## config.mk

```make
export PLATFORM = sky130hd
export DESIGN_NAME = serial_rx_tagq
export DESIGN_NICKNAME = d
export VERILOG_FILES = /design/src/rtl/srx_pkg.sv /design/src/rtl/srx_line_sync.sv /design/src/rtl/srx_framer.sv /design/src/rtl/srx_tag_fifo.sv /design/src/rtl/serial_rx_tagq.sv
export SDC_FILE = /design/constraint.sdc
export NUM_CORES = 1
export LEC_CHECK = 0
export ABC_CLOCK_PERIOD_IN_PS = 2600
export CORE_MARGIN = 1.5
export CORE_UTILIZATION = 25
export DETAILED_ROUTE_END_ITERATION = 12
export DONT_BUFFER_PORTS = 1
export PLACE_DENSITY = 0.45
export SKIP_LAST_GASP = 1
export SYNTH_ARGS = -nofsm -noshare
export SYNTH_HDL_FRONTEND = slang
export SYNTH_SLANG_ARGS = --single-unit
```

## constraint.sdc

```tcl
create_clock -name clk -period 2.6 [get_ports clk]
set_input_delay 0.13 -clock clk [delete_from_list [all_inputs] [get_ports clk]]
set_output_delay 0.13 -clock clk [all_outputs]
set_load 0.01 [all_outputs]
```

## src/rtl/srx_pkg.sv

```systemverilog
package srx_pkg;

    localparam int MAX_BITS = 9;
    localparam logic [2:0] SIZE_NINE = 3'b111;

    typedef struct packed {
        logic [MAX_BITS-1:0] data;
        logic                ferr;
        logic                perr;
        logic                ovr;
    } rx_entry_t;

    typedef enum logic [2:0] {
        FR_IDLE,
        FR_START,
        FR_DATA,
        FR_PARITY,
        FR_STOP
    } fr_state_e;

    // data bit count for a character-size code
    function automatic logic [3:0] frame_bits(input logic [2:0] code);
        logic [3:0] n;
        case (code)
            3'b000:  n = 4'd5;
            3'b001:  n = 4'd6;
            3'b010:  n = 4'd7;
            3'b011:  n = 4'd8;
            3'b111:  n = 4'd9;
            default: n = 4'd8;
        endcase
        return n;
    endfunction

endpackage

```

## src/rtl/srx_line_sync.sv

```systemverilog
module srx_line_sync #(
    parameter int STAGES = 2
) (
    input  logic clk,
    input  logic rst_n,
    input  logic rxd,
    input  logic sclk,
    output logic rx_s,
    output logic sclk_rise,
    output logic sclk_fall
);

    typedef struct packed {
        logic [STAGES-1:0] rxp;
        logic [STAGES-1:0] ckp;
        logic              ck_last;
    } sync_t;

    sync_t sync_d, sync_q;

    always_comb begin
        sync_d         = sync_q;
        sync_d.rxp     = {sync_q.rxp[STAGES-2:0], rxd};
        sync_d.ckp     = {sync_q.ckp[STAGES-2:0], sclk};
        sync_d.ck_last = sync_q.ckp[STAGES-1];
    end

    always_ff @(posedge clk or negedge rst_n) begin
        if (!rst_n) begin
            sync_q.rxp     <= '1;
            sync_q.ckp     <= '0;
            sync_q.ck_last <= 1'b0;
        end else begin
            sync_q <= sync_d;
        end
    end

    assign rx_s      = sync_q.rxp[STAGES-1];
    assign sclk_rise = sync_q.ckp[STAGES-1] & ~sync_q.ck_last;
    assign sclk_fall = ~sync_q.ckp[STAGES-1] & sync_q.ck_last;

endmodule

```

## src/rtl/srx_framer.sv

```systemverilog
module srx_framer
    import srx_pkg::*;
#(
    parameter int OVERSAMPLE = 16
) (
    input  logic       clk,
    input  logic       rst_n,
    input  logic       en,
    input  logic       sync_mode,
    input  logic       tick,
    input  logic       sedge,
    input  logic       rx_s,
    input  logic [2:0] char_size,
    input  logic       par_en,
    input  logic       par_odd,
    output logic       push,
    output rx_entry_t  entry
);

    localparam int CW = $clog2(OVERSAMPLE);
    localparam logic [CW-1:0] CNT_LAST = CW'(OVERSAMPLE - 1);
    localparam logic [CW-1:0] CNT_MID  = CW'(OVERSAMPLE / 2 - 1);

    typedef struct packed {
        fr_state_e           st;
        logic [CW-1:0]       cnt;
        logic [3:0]          idx;
        logic [MAX_BITS-1:0] data;
        logic                par;
        logic                perr;
    } fr_t;

    localparam fr_t FR_CLEAR = '{st: FR_IDLE, cnt: '0, idx: '0, data: '0,
                                 par: 1'b0, perr: 1'b0};

    fr_t fr_d, fr_q;
    logic [3:0] nbits;
    logic       last_bit;
    logic       bit_mid;
    logic       start_seen;

    always_comb begin
        fr_d       = fr_q;
        push       = 1'b0;
        entry      = '0;
        nbits      = frame_bits(char_size);
        last_bit   = (fr_q.idx == nbits - 4'd1);
        bit_mid    = sync_mode ? sedge : (tick && fr_q.cnt == CNT_LAST);
        start_seen = sync_mode ? (sedge && !rx_s) : (tick && !rx_s);

        if (!sync_mode && tick && fr_q.st != FR_IDLE && fr_q.st != FR_START) begin
            fr_d.cnt = (fr_q.cnt == CNT_LAST) ? '0 : fr_q.cnt + 1'b1;
        end

        case (fr_q.st)
            FR_IDLE: begin
                fr_d.cnt = '0;
                if (start_seen) begin
                    fr_d.idx  = '0;
                    fr_d.data = '0;
                    fr_d.par  = 1'b0;
                    fr_d.perr = 1'b0;
                    fr_d.st   = sync_mode ? FR_DATA : FR_START;
                end
            end
            FR_START: begin
                if (tick) begin
                    if (fr_q.cnt == CNT_MID) begin
                        fr_d.cnt = '0;
                        fr_d.st  = rx_s ? FR_IDLE : FR_DATA;
                    end else begin
                        fr_d.cnt = fr_q.cnt + 1'b1;
                    end
                end
            end
            FR_DATA: begin
                if (bit_mid) begin
                    fr_d.data[fr_q.idx] = rx_s;
                    fr_d.par            = fr_q.par ^ rx_s;
                    if (last_bit) begin
                        fr_d.st = par_en ? FR_PARITY : FR_STOP;
                    end else begin
                        fr_d.idx = fr_q.idx + 4'd1;
                    end
                end
            end
            FR_PARITY: begin
                if (bit_mid) begin
                    fr_d.perr = ((fr_q.par ^ rx_s) != par_odd);
                    fr_d.st   = FR_STOP;
                end
            end
            FR_STOP: begin
                if (bit_mid) begin
                    push       = 1'b1;
                    entry.data = fr_q.data;
                    entry.perr = fr_q.perr;
                    entry.ferr = ~rx_s;
                    entry.ovr  = 1'b0;
                    fr_d.st    = FR_IDLE;
                end
            end
            default: fr_d.st = FR_IDLE;
        endcase

        if (!en) begin
            fr_d = FR_CLEAR;
            push = 1'b0;
        end
    end

    always_ff @(posedge clk or negedge rst_n) begin
        if (!rst_n) fr_q <= FR_CLEAR;
        else        fr_q <= fr_d;
    end

endmodule

```

## src/rtl/srx_tag_fifo.sv

```systemverilog
module srx_tag_fifo
    import srx_pkg::*;
#(
    parameter int DEPTH = 2
) (
    input  logic                       clk,
    input  logic                       rst_n,
    input  logic                       flush,
    input  logic                       push,
    input  rx_entry_t                  push_entry,
    input  logic                       pop,
    output rx_entry_t                  head,
    output logic                       valid,
    output logic                       full,
    output logic [$clog2(DEPTH+1)-1:0] level
);

    localparam int PW = (DEPTH > 1) ? $clog2(DEPTH) : 1;
    localparam int LW = $clog2(DEPTH + 1);

    typedef struct packed {
        rx_entry_t [DEPTH-1:0] slot;
        logic [PW-1:0]         wp;
        logic [PW-1:0]         rp;
        logic [LW-1:0]         cnt;
    } fifo_t;

    fifo_t ff_d, ff_q;
    logic  pop_ok;
    logic  push_ok;
    logic  full_now;

    function automatic logic [PW-1:0] ptr_next(input logic [PW-1:0] p);
        return (p == PW'(DEPTH - 1)) ? '0 : p + 1'b1;
    endfunction

    function automatic logic [PW-1:0] ptr_prev(input logic [PW-1:0] p);
        return (p == '0) ? PW'(DEPTH - 1) : p - 1'b1;
    endfunction

    always_comb begin
        ff_d     = ff_q;
        full_now = (ff_q.cnt == LW'(DEPTH));
        pop_ok   = pop && (ff_q.cnt != '0);
        push_ok  = push && !(full_now && !pop_ok);

        if (pop_ok) begin
            ff_d.rp = ptr_next(ff_q.rp);
        end

        if (push) begin
            if (push_ok) begin
                ff_d.slot[ff_q.wp] = push_entry;
                ff_d.wp            = ptr_next(ff_q.wp);
            end else begin
                ff_d.slot[ptr_prev(ff_q.wp)].ovr = 1'b1;
            end
        end

        ff_d.cnt = ff_q.cnt + LW'(push_ok) - LW'(pop_ok);

        if (flush) begin
            ff_d = '0;
        end
    end

    always_ff @(posedge clk or negedge rst_n) begin
        if (!rst_n) ff_q <= '0;
        else        ff_q <= ff_d;
    end

    assign valid = (ff_q.cnt != '0);
    assign full  = (ff_q.cnt == LW'(DEPTH));
    assign level = ff_q.cnt;
    assign head  = valid ? ff_q.slot[ff_q.rp] : '0;

endmodule

```

## src/rtl/serial_rx_tagq.sv

```systemverilog
module serial_rx_tagq
    import srx_pkg::*;
#(
    parameter int OVERSAMPLE  = 16,
    parameter int SYNC_STAGES = 2,
    parameter int DEPTH       = 2
) (
    input  logic       clk,
    input  logic       rst_n,
    input  logic       rx_en,
    input  logic       sync_mode,
    input  logic       sclk_fall_sel,
    input  logic       baud_tick,
    input  logic       sclk,
    input  logic       rxd,
    input  logic [2:0] char_size,
    input  logic       par_en,
    input  logic       par_odd,
    input  logic       rd_pop,
    output logic       rd_valid,
    output logic [7:0] rd_data,
    output logic       rd_bit8,
    output logic       rd_ferr,
    output logic       rd_perr,
    output logic       rd_ovr
);

    localparam int LW = $clog2(DEPTH + 1);

    logic          rx_s;
    logic          ck_rise;
    logic          ck_fall;
    logic          sedge;
    logic          frame_push;
    rx_entry_t     frame_entry;
    rx_entry_t     head;
    logic          fifo_full;
    logic [LW-1:0] fifo_level;

    srx_line_sync #(
        .STAGES (SYNC_STAGES)
    ) u_sync (
        .clk       (clk),
        .rst_n     (rst_n),
        .rxd       (rxd),
        .sclk      (sclk),
        .rx_s      (rx_s),
        .sclk_rise (ck_rise),
        .sclk_fall (ck_fall)
    );

    assign sedge = sclk_fall_sel ? ck_fall : ck_rise;

    srx_framer #(
        .OVERSAMPLE (OVERSAMPLE)
    ) u_framer (
        .clk       (clk),
        .rst_n     (rst_n),
        .en        (rx_en),
        .sync_mode (sync_mode),
        .tick      (baud_tick),
        .sedge     (sedge),
        .rx_s      (rx_s),
        .char_size (char_size),
        .par_en    (par_en),
        .par_odd   (par_odd),
        .push      (frame_push),
        .entry     (frame_entry)
    );

    srx_tag_fifo #(
        .DEPTH (DEPTH)
    ) u_fifo (
        .clk        (clk),
        .rst_n      (rst_n),
        .flush      (~rx_en),
        .push       (frame_push),
        .push_entry (frame_entry),
        .pop        (rd_pop),
        .head       (head),
        .valid      (rd_valid),
        .full       (fifo_full),
        .level      (fifo_level)
    );

    assign rd_data = head.data[7:0];
    assign rd_bit8 = head.data[8];
    assign rd_ferr = head.ferr;
    assign rd_perr = head.perr;
    assign rd_ovr  = head.ovr;

endmodule

```

==> flow_summary_export.csv, run 1 <==
group,metric,value,unit
timing,hold_viol_final,0,
synthesis,netlist_area,0.00301,mm^2
synthesis,syn_area_per_cell,9.74,um^2
timing,setup_viol,0,
finish,syn_to_final_growth,11.6,%
timing,tightest_slew,772,ps
synthesis,synth_fp_nets,330,
route,via_per_inst,4.73,
die,ioPinCount,27,
critical_path,worstPathArrival,2510,ps
global_route,antenna_found_initial,0,
timing,fin_crit,2300,ps
placement,place.detailed.hpwl,4530,um
timing,slew_headroom,0.485,
clock_tree,cts.sink_count,55,
placement,port_buffers,0,
outcome,status,"finished, final reports clean",
flow_run,drv_cap,0,
timing,drv_slew,0,
finish,n_fill_cell,1194,
synthesis,ys.flop_type,"dfrtp_1",
power_and_ir_drop,power.density,654,mW/mm^2
critical_path,path_max_fanout,12,
die,start_util,0.260,
finish,layout-drive-gt1-share,0.0903,
timing,final.period_utilization,0.883,
synthesis,synth_common_cells,"dfrtp_1, nor2_1, mux2i_1",
placement,post-place-ws,300,ps
clock_tree,cts_tree,"built",
die,coreArea,0.0116,mm^2
route,first_pass_iters,4,
clock_tree,cts_setup_buffers,0,
synthesis,synth_area_leaders,"dfrtp_1, mux2i_1, nor2_1, nand2_1, ha_1",
synthesis,synth_top_area_frac,0.441,
critical_path,cp_cell_sequence,"ha_1 -> nand3_1 -> nor3b_2 -> o2111ai_2 -> or2_1 -> or2_0 -> a21oi_1",
critical_path,critPathTopFamily,"simple AND/OR/NAND/NOR gates",
clock_tree,clk_path_buf_depth,2,
timing,whs,21.3,ps
route,routed_wirelength,6580,um
synthesis,synth_edf_count,0,
power_and_ir_drop,leakagePower,1.57,nW
global_route,gr-total-overflow,0,
route,drt-wirelength-per-cell,14.5,um
global_route,grt_first_pass_wirelength,11100,um
timing,finClkSkew,5.92,ps
min_path,hold_path_class,"input port to flip-flop",
critical_path,r2r_setup_slack,300,ps
finish,antenna_cells,0,
synthesis,synthCells,309,
finish,nNetsFinal,330,
route,drt_iter0_markers,100,
timing,fmax,436,MHz
global_route,grt_pass1_vias,2090,
critical_path,endpoint_kind,"flip-flop",
route,routed-via-count,2144,
critical_path,path_buf_inv,0,
die,die_area,0.0127,mm^2
clock_tree,post_cts_resized,0,
timing,rsz0062_at_grt,"false",
route,drtAntennaViolNets,0,
critical_path,slowest_delay,510,ps
power_and_ir_drop,max-vdd-ir-drop,0.346,mV
clock_tree,hold_buffers,6,
die,std_cell_rows,39,
timing,totalNegativeSetupSlack,0,ps
clock_tree,cts_root_buf,"clkbuf_16",
clock_tree,clock_latency,290,ps
critical_path,crit_type,"flip-flop to flip-flop",
clock_tree,numCtsBuffers,5,
placement,place_congestion,0.746,
synthesis,synth_warnings,0,
critical_path,cp-start-kind,"flip-flop",
critical_path,crit_required,2810,ps
synthesis,ys_seq_elements,55,
die,chipHeight,113,um
synthesis,async_flop_share,1.00,
synthesis,synth_top_area_cell,"dfrtp_1",
synthesis,post_synth_num_cell_types,53,
die,die_w,113,um
synthesis,ys_seq_area_frac,0.458,
global_route,grtUsageTotal,0.109,
power_and_ir_drop,power.total,2.20,mW
clock_tree,htreeDepth,2,
timing,layout_setup_ws,304,ps
clock_tree,clk_pin_slew,70,ps
route,drc,0,
critical_path,critical-path-slowest-cell,"or2_1",
global_route,grt_max_degree,56,
## metrics by stage
stage | cell area (um^2) | util | std cells
after global routing | 3360 | 0.290 | 453
after detailed placement | 3130 | 0.270 | 439
after global placement | 3130 | 0.270 | 439
final | 3360 | 0.290 | 453
after CTS | 3360 | 0.290 | 453
after floorplan | 3010 | - | 309
## final timing paths
| path | from | to | cells after the start |
|---|---|---|---|
| min in group asynchronous | rst_n | u_framer.fr_q[16]$_DFF_PN0_ | 2 |
| worst min register to register | u_sync.sync_d[2]$_DFF_PN0_ | u_sync.sync_d[0]$_DFF_PN0_ | 0 |
| worst min-delay path | rx_en | u_framer.fr_q[0]$_DFFE_PN0P_ | 2 |
| max in group asynchronous | rst_n | u_sync.sync_d[4]$_DFF_PN1_ | 2 |
| worst max register to register | u_framer.fr_q[15]$_DFF_PN0_ | u_fifo.ff_q[18]$_DFFE_PN0P_ | 7 |
| worst max-delay path | u_framer.fr_q[15]$_DFF_PN0_ | u_fifo.ff_q[18]$_DFFE_PN0P_ | 7 |
## cell families after synthesis
| group | count (synthesis) | share of synthesized area |
|---|---|---|
| adder cells (fa/ha/maj) | 7 | 0.0291 |
| XOR/XNOR | 6 | 0.0175 |
| AND/OR/NAND/NOR | 129 | 0.205 |
| buffers and inverters | 26 | 0.0403 |
| multiplexers | 44 | 0.146 |
| flip-flops | 55 | 0.458 |
| AO/OA/AOI/OAI | 42 | 0.104 |
## routing by layer
layer  global-route usage  routed length [um]
met5                    0                   0
met4               0.0278                  71
met3               0.0220                 217
met2                0.166                2910
met1                0.159                3380
## sequential cells by signal (all words and copies together) (netlist names)
register and cells:
u_fifo.ff_q 26, u_framer.fr_q 22, u_sync.sync_d 3, u_fifo.level 2, u_sync.rx_s 1, u_sync.sync_q 1
## final cells by class
type,instances,area [um^2],share of cell area
tap,143,179,0.0533
clock buffer,5,125,0.0373
inverter,10,37.5,0.0112
multi-input combinational,228,1510,0.449
clock inverter,3,27.5,0.00820
timing repair buffer,9,100,0.0298
sequential,55,1380,0.411
## worst register-to-register path: cells and delay by family (launching register included)
family / cells / cell delay (ps)
simple gates: 4 / 1250
compound gates: 2 / 370
flops: 1 / 390
fa+ha+maj: 1 / 210
## cell usage in the layout (no fill, tap or decap), types with 5 or more instances in the layout
| master | synthesis | layout |
|---|---|---|
| clkbuf_16 | 0 | 5 |
| dfrtp_1 | 53 | 53 |
| o21ai_0 | 7 | 7 |
| mux2i_1 | 44 | 44 |
| dlygate4sd3_1 | 0 | 5 |
| ha_1 | 7 | 7 |
| nand3_1 | 11 | 11 |
| nand2_1 | 31 | 31 |
| a21oi_1 | 14 | 14 |
| inv_1 | 8 | 8 |
| nand2b_1 | 5 | 5 |
| nor2_1 | 53 | 53 |
## report_power, final
part | switching, mW | internal, mW | total [mW] | leakage, nW
Sequential | 0.108 | 0.904 | 1.01 | 0.751
Clock | 0.330 | 0.366 | 0.697 | 0.0719
Combinational | 0.292 | 0.195 | 0.488 | 0.743
Total | 0.730 | 1.47 | 2.20 | 1.57
Power figures use the tool's default switching activity.
==> run 2: changes to the inputs <==
--- a/config.mk
+++ b/config.mk
@@ -5,12 +5,12 @@
 export SDC_FILE = /design/constraint.sdc
 export NUM_CORES = 1
 export LEC_CHECK = 0
-export ABC_CLOCK_PERIOD_IN_PS = 2600
+export ABC_CLOCK_PERIOD_IN_PS = 2100
 export CORE_MARGIN = 1.5
 export CORE_UTILIZATION = 25
 export DETAILED_ROUTE_END_ITERATION = 12
 export DONT_BUFFER_PORTS = 1
-export PLACE_DENSITY = 0.45
+export PLACE_DENSITY = 0.47
 export SKIP_LAST_GASP = 1
 export SYNTH_ARGS = -nofsm -noshare
 export SYNTH_HDL_FRONTEND = slang
==> constraint.sdc (replaced) <==
create_clock -name clk -period 2.1 [get_ports clk]
set_input_delay 0.105 -clock clk [delete_from_list [all_inputs] [get_ports clk]]
set_output_delay 0.105 -clock clk [all_outputs]
set_load 0.01 [all_outputs]
==> flow_summary_export.csv, run 2 (synthesis gave the netlist of run 1 again) <==
group,metric,value,unit
clock_tree,htreeDepth,2,
global_route,grt_first_pass_wirelength,11400,um
finish,antenna_cells,0,
finish,syn_to_final_growth,15.9,%
timing,drv_slew,0,
route,drt_iter0_markers,72,
global_route,grt_max_degree,56,
die,std_cell_rows,39,
clock_tree,clk_path_buf_depth,2,
clock_tree,cts_root_buf,"clkbuf_16",
route,drc,0,
die,chipHeight,113,um
placement,place_area,0.00322,mm^2
finish,layout-drive-gt1-share,0.151,
route,drtAntennaViolNets,0,
placement,place_congestion,0.750,
critical_path,crit_required,2270,ps
finish,design_area,0.00349,mm^2
die,coreArea,0.0116,mm^2
global_route,gr-total-overflow,0,
route,via_per_inst,4.67,
min_path,hold_path_class,"input port to flip-flop",
critical_path,r2r_setup_slack,80,ps
finish,final_cell_mix,"nor2_1, dfrtp_1, mux2i_1",
timing,hold_viol_final,0,
timing,fmax,495,MHz
timing,setup_viol,0,
clock_tree,cts_tree,"built",
global_route,grtUsageTotal,0.112,
finish,nNetsFinal,345,
die,die_area,0.0127,mm^2
timing,whs,43.1,ps
global_route,antenna_found_initial,0,
critical_path,path_max_fanout,13,
power_and_ir_drop,leakagePower,1.64,nW
finish,n_fill_cell,1187,
timing,slew_headroom,0.701,
clock_tree,clk_pin_slew,80,ps
finish,largest-register,"u_fifo.ff_q",
route,routed-via-count,2187,
die,die_w,113,um
timing,final.period_utilization,0.962,
power_and_ir_drop,power.total,2.79,mW
power_and_ir_drop,power.density,801,mW/mm^2
timing,fin_crit,2020,ps
die,start_util,0.260,
clock_tree,clock_latency,290,ps
critical_path,cp-start-kind,"flip-flop",
route,first_pass_iters,4,
placement,port_buffers,0,
flow_run,drv_cap,0,
die,ioPinCount,27,
route,drt-wirelength-per-cell,14.4,um
route,routed_wirelength,6760,um
power_and_ir_drop,max-vdd-ir-drop,0.408,mV
critical_path,worstPathArrival,2190,ps
clock_tree,numCtsBuffers,5,
clock_tree,cts.sink_count,55,
critical_path,endpoint_kind,"flip-flop",
timing,finClkSkew,5.40,ps
global_route,grt_pass1_vias,2148,
outcome,status,"finished, final reports clean",
finish,largest_register_ffs,26,
timing,tightest_slew,447,ps
placement,place.detailed.hpwl,4700,um
critical_path,crit_type,"flip-flop to flip-flop",
==> run 2: worst paths after layout <==
check                           depth (start not counted)                            end                  startpoint
worst min register to register                          0     u_sync.sync_d[0]$_DFF_PN0_  u_sync.sync_d[2]$_DFF_PN0_
max in group asynchronous                               2     u_sync.sync_d[4]$_DFF_PN1_                       rst_n
worst min-delay path                                    3    u_framer.fr_q[16]$_DFF_PN0_                   baud_tick
worst max-delay path                                    6  u_framer.fr_q[10]$_DFFE_PN0P_  u_sync.sync_q[0]$_DFF_PN0_
min in group asynchronous                               2   u_framer.fr_q[1]$_DFFE_PN0P_                       rst_n
worst max register to register                          6  u_framer.fr_q[10]$_DFFE_PN0P_  u_sync.sync_q[0]$_DFF_PN0_
==> run 2: per-layer routing <==
layer | GRT usage | wire, um
met5 | 0 | 0
met4 | 0.0270 | 52
met3 | 0.0230 | 208
met2 | 0.165 | 2920
met1 | 0.167 | 3580
==> run 2: power by group <==
part           internal, mW  leakage [nW]  switching (mW)
logic                 0.277         0.817           0.423
registers              1.12         0.751           0.100
clock network         0.456        0.0723           0.418
==> run 2: timing repair <==
item	in CTS	in global routing
hold buffers	6	0
pin swaps	0	4
hold endpoints to repair	65	0
setup buffers	0	3
setup endpoints to repair	11	33
cloned	0	0
gates resized for setup	1	6
==> run 2: metrics by stage <==
stage               worst slack [ps]  utilization  cells  TNS (ps)
finish                          80.5        0.302    468         0
global route                  -0.157        0.302    468    -0.157
CTS                             44.4        0.298    465         0
detailed placement             -5.25        0.278    451     -6.84
global placement                36.4        0.278    451         0
floorplan                       93.8            -    309         0
==> run 2: area by class of cell <==
cell class | count | area [um^2] | area share
well taps | 143 | 179 | 0.0513
clock inverters | 3 | 27.5 | 0.00789
repair buffers | 24 | 213 | 0.0610
clock buffers | 5 | 125 | 0.0359
multi-input cells | 228 | 1530 | 0.438
flip-flops and latches | 55 | 1380 | 0.395
inverters | 10 | 37.5 | 0.0108
==> run 2: critical path, stage by stage, from the launching register on <==
cell and delay, ps:
dfrtp_1 380, or3b_4 400, a311o_1 390, or2_4 270, nand3_4 160, nand4b_1 140, mux2i_1 140
==> run 3: changes to the inputs <==
--- a/config.mk
+++ b/config.mk
@@ -5,12 +5,13 @@
 export SDC_FILE = /design/constraint.sdc
 export NUM_CORES = 1
 export LEC_CHECK = 0
-export ABC_CLOCK_PERIOD_IN_PS = 2100
+export ABC_CLOCK_PERIOD_IN_PS = 2029
+export CORE_ASPECT_RATIO = 0.9
 export CORE_MARGIN = 1.5
 export CORE_UTILIZATION = 25
 export DETAILED_ROUTE_END_ITERATION = 12
 export DONT_BUFFER_PORTS = 1
-export PLACE_DENSITY = 0.47
+export PLACE_DENSITY = 0.45
 export SKIP_LAST_GASP = 1
 export SYNTH_ARGS = -nofsm -noshare
 export SYNTH_HDL_FRONTEND = slang
==> constraint.sdc (replaced) <==
create_clock -name clk -period 2.03 [get_ports clk]
set_input_delay 0.1015 -clock clk [delete_from_list [all_inputs] [get_ports clk]]
set_output_delay 0.1015 -clock clk [all_outputs]
set_load 0.01 [all_outputs]
==> flow_summary_export.csv, run 3 (synthesis gave the netlist of run 1 again) <==
group,metric,value,unit
outcome,status,"finished, final reports clean",
route,drc,0,
min_path,min_path_cells,2,
finish,largest-register,"u_fifo.ff_q",
timing,rsz0062_at_grt,"true",
finish,nNetsFinal,345,
die,die_area,0.0127,mm^2
global_route,antenna_found_initial,0,
placement,post-place-ws,-77.8,ps
power_and_ir_drop,power.density,833,mW/mm^2
power_and_ir_drop,leakagePower,1.68,nW
timing,fin_crit,1970,ps
timing,hold_viol_final,0,
finish,largest_register_ffs,26,
critical_path,crit_required,2210,ps
placement,place.detailed.hpwl,4810,um
critical_path,cp-start-kind,"flip-flop",
global_route,gr-total-overflow,0,
global_route,grt_pass1_vias,2187,
clock_tree,numCtsBuffers,5,
die,chipHeight,107,um
clock_tree,cts.sink_count,55,
timing,whs,32.5,ps
die,ioPinCount,27,
clock_tree,clock_latency,300,ps
route,first_pass_iters,4,
finish,antenna_cells,0,
route,drtAntennaViolNets,0,
finish,final_cell_mix,"nor2_1, dfrtp_1, mux2i_1",
route,routed_wirelength,6920,um
power_and_ir_drop,max-vdd-ir-drop,0.425,mV
route,routed-via-count,2203,
clock_tree,htreeDepth,2,
die,die_w,119,um
flow_run,drv_cap,0,
global_route,grtUsageTotal,0.117,
clock_tree,cts_root_buf,"clkbuf_16",
power_and_ir_drop,power.total,2.99,mW
die,start_util,0.260,
timing,final.period_utilization,0.971,
timing,fmax,507,MHz
timing,setup_viol,0,
placement,place_congestion,0.729,
clock_tree,cts_tree,"built",
timing,tightest_slew,385,ps
timing,finClkSkew,7.17,ps
timing,drv_slew,0,
die,std_cell_rows,37,
critical_path,r2r_cells,6,
clock_tree,clk_path_buf_depth,2,
timing,layout_setup_ws,58.2,ps
route,via_per_inst,4.58,
route,drt-wirelength-per-cell,14.4,um
placement,port_buffers,0,
global_route,grt_first_pass_wirelength,11700,um
clock_tree,clk_pin_slew,70,ps
timing,slew_headroom,0.742,
critical_path,endpoint_kind,"flip-flop",
route,drt_iter0_markers,136,
finish,layout-drive-gt1-share,0.157,
critical_path,path_max_fanout,5,
finish,syn_to_final_growth,19.3,%
die,coreArea,0.0116,mm^2
critical_path,worstPathArrival,2150,ps
min_path,hold_path_class,"input port to flip-flop",
critical_path,r2r_setup_slack,60,ps
critical_path,crit_type,"flip-flop to flip-flop",
global_route,grt_max_degree,56,
-- run 3: area by class of cell --
class,instances,area [um^2]
well taps,156,195
clock buffers,6,129
multi-input cells,228,1570
repair buffers,24,238
flip-flops and latches,55,1380
inverters,10,37.5
clock inverters,2,38.8
fillers,1215,7980
-- run 3: per-layer routing --
layer  up-vias  global-route usage  wire length, um
met3         8              0.0277              245
met4         0              0.0387               95
met2        32               0.170             2930
met5         -                   0                0
met1      1071               0.170             3650
li1       1092                   -                -
-- run 3: report_power, final --
| part | switching (mW) | internal, mW |
|---|---|---|
| logic | 0.441 | 0.292 |
| clock network | 0.416 | 0.589 |
| registers | 0.0948 | 1.16 |
-- run 3: final timing paths --
check / from / endpoint
worst max-delay path: u_sync.sync_q[0]$_DFF_PN0_ / u_framer.fr_q[20]$_DFFE_PN0P_
worst min-delay path: rx_en / u_framer.fr_q[20]$_DFFE_PN0P_
worst max register to register: u_sync.sync_q[0]$_DFF_PN0_ / u_framer.fr_q[20]$_DFFE_PN0P_
worst min register to register: u_sync.sync_d[4]$_DFF_PN1_ / u_sync.rx_s$_DFF_PN1_
max in group asynchronous: rst_n / u_sync.sync_d[4]$_DFF_PN1_
min in group asynchronous: rst_n / u_fifo.ff_q[24]$_DFFE_PN0P_
-- run 3: what timing repair did --
item	CTS	global route
setup buffers	0	2
pin swaps	2	5
endpoints found under the hold margin	65	0
gates resized for setup	2	13
hold buffers	6	0
gates cloned	0	0
endpoints found under the setup margin	12	31
-- run 3: stage by stage --
| stage | area [um^2] | cells | util | TNS (ps) |
|---|---|---|---|---|
| after floorplan | 3010 | 309 | - | 0 |
| after global placement | 3270 | 465 | 0.282 | -205 |
| after detailed placement | 3270 | 465 | 0.282 | -691 |
| after CTS | 3510 | 479 | 0.304 | 0 |
| after global routing | 3590 | 481 | 0.310 | -14.4 |
| final | 3590 | 481 | 0.310 | 0 |
-- run 3: worst max-delay path, cell delays in order (launching register included) --
cell and delay [ps]:
dfrtp_1 380, or3b_4 410, a311o_1 310, o2111a_1 240
a31o_2 260, o21ai_1 150, o41ai_2 90
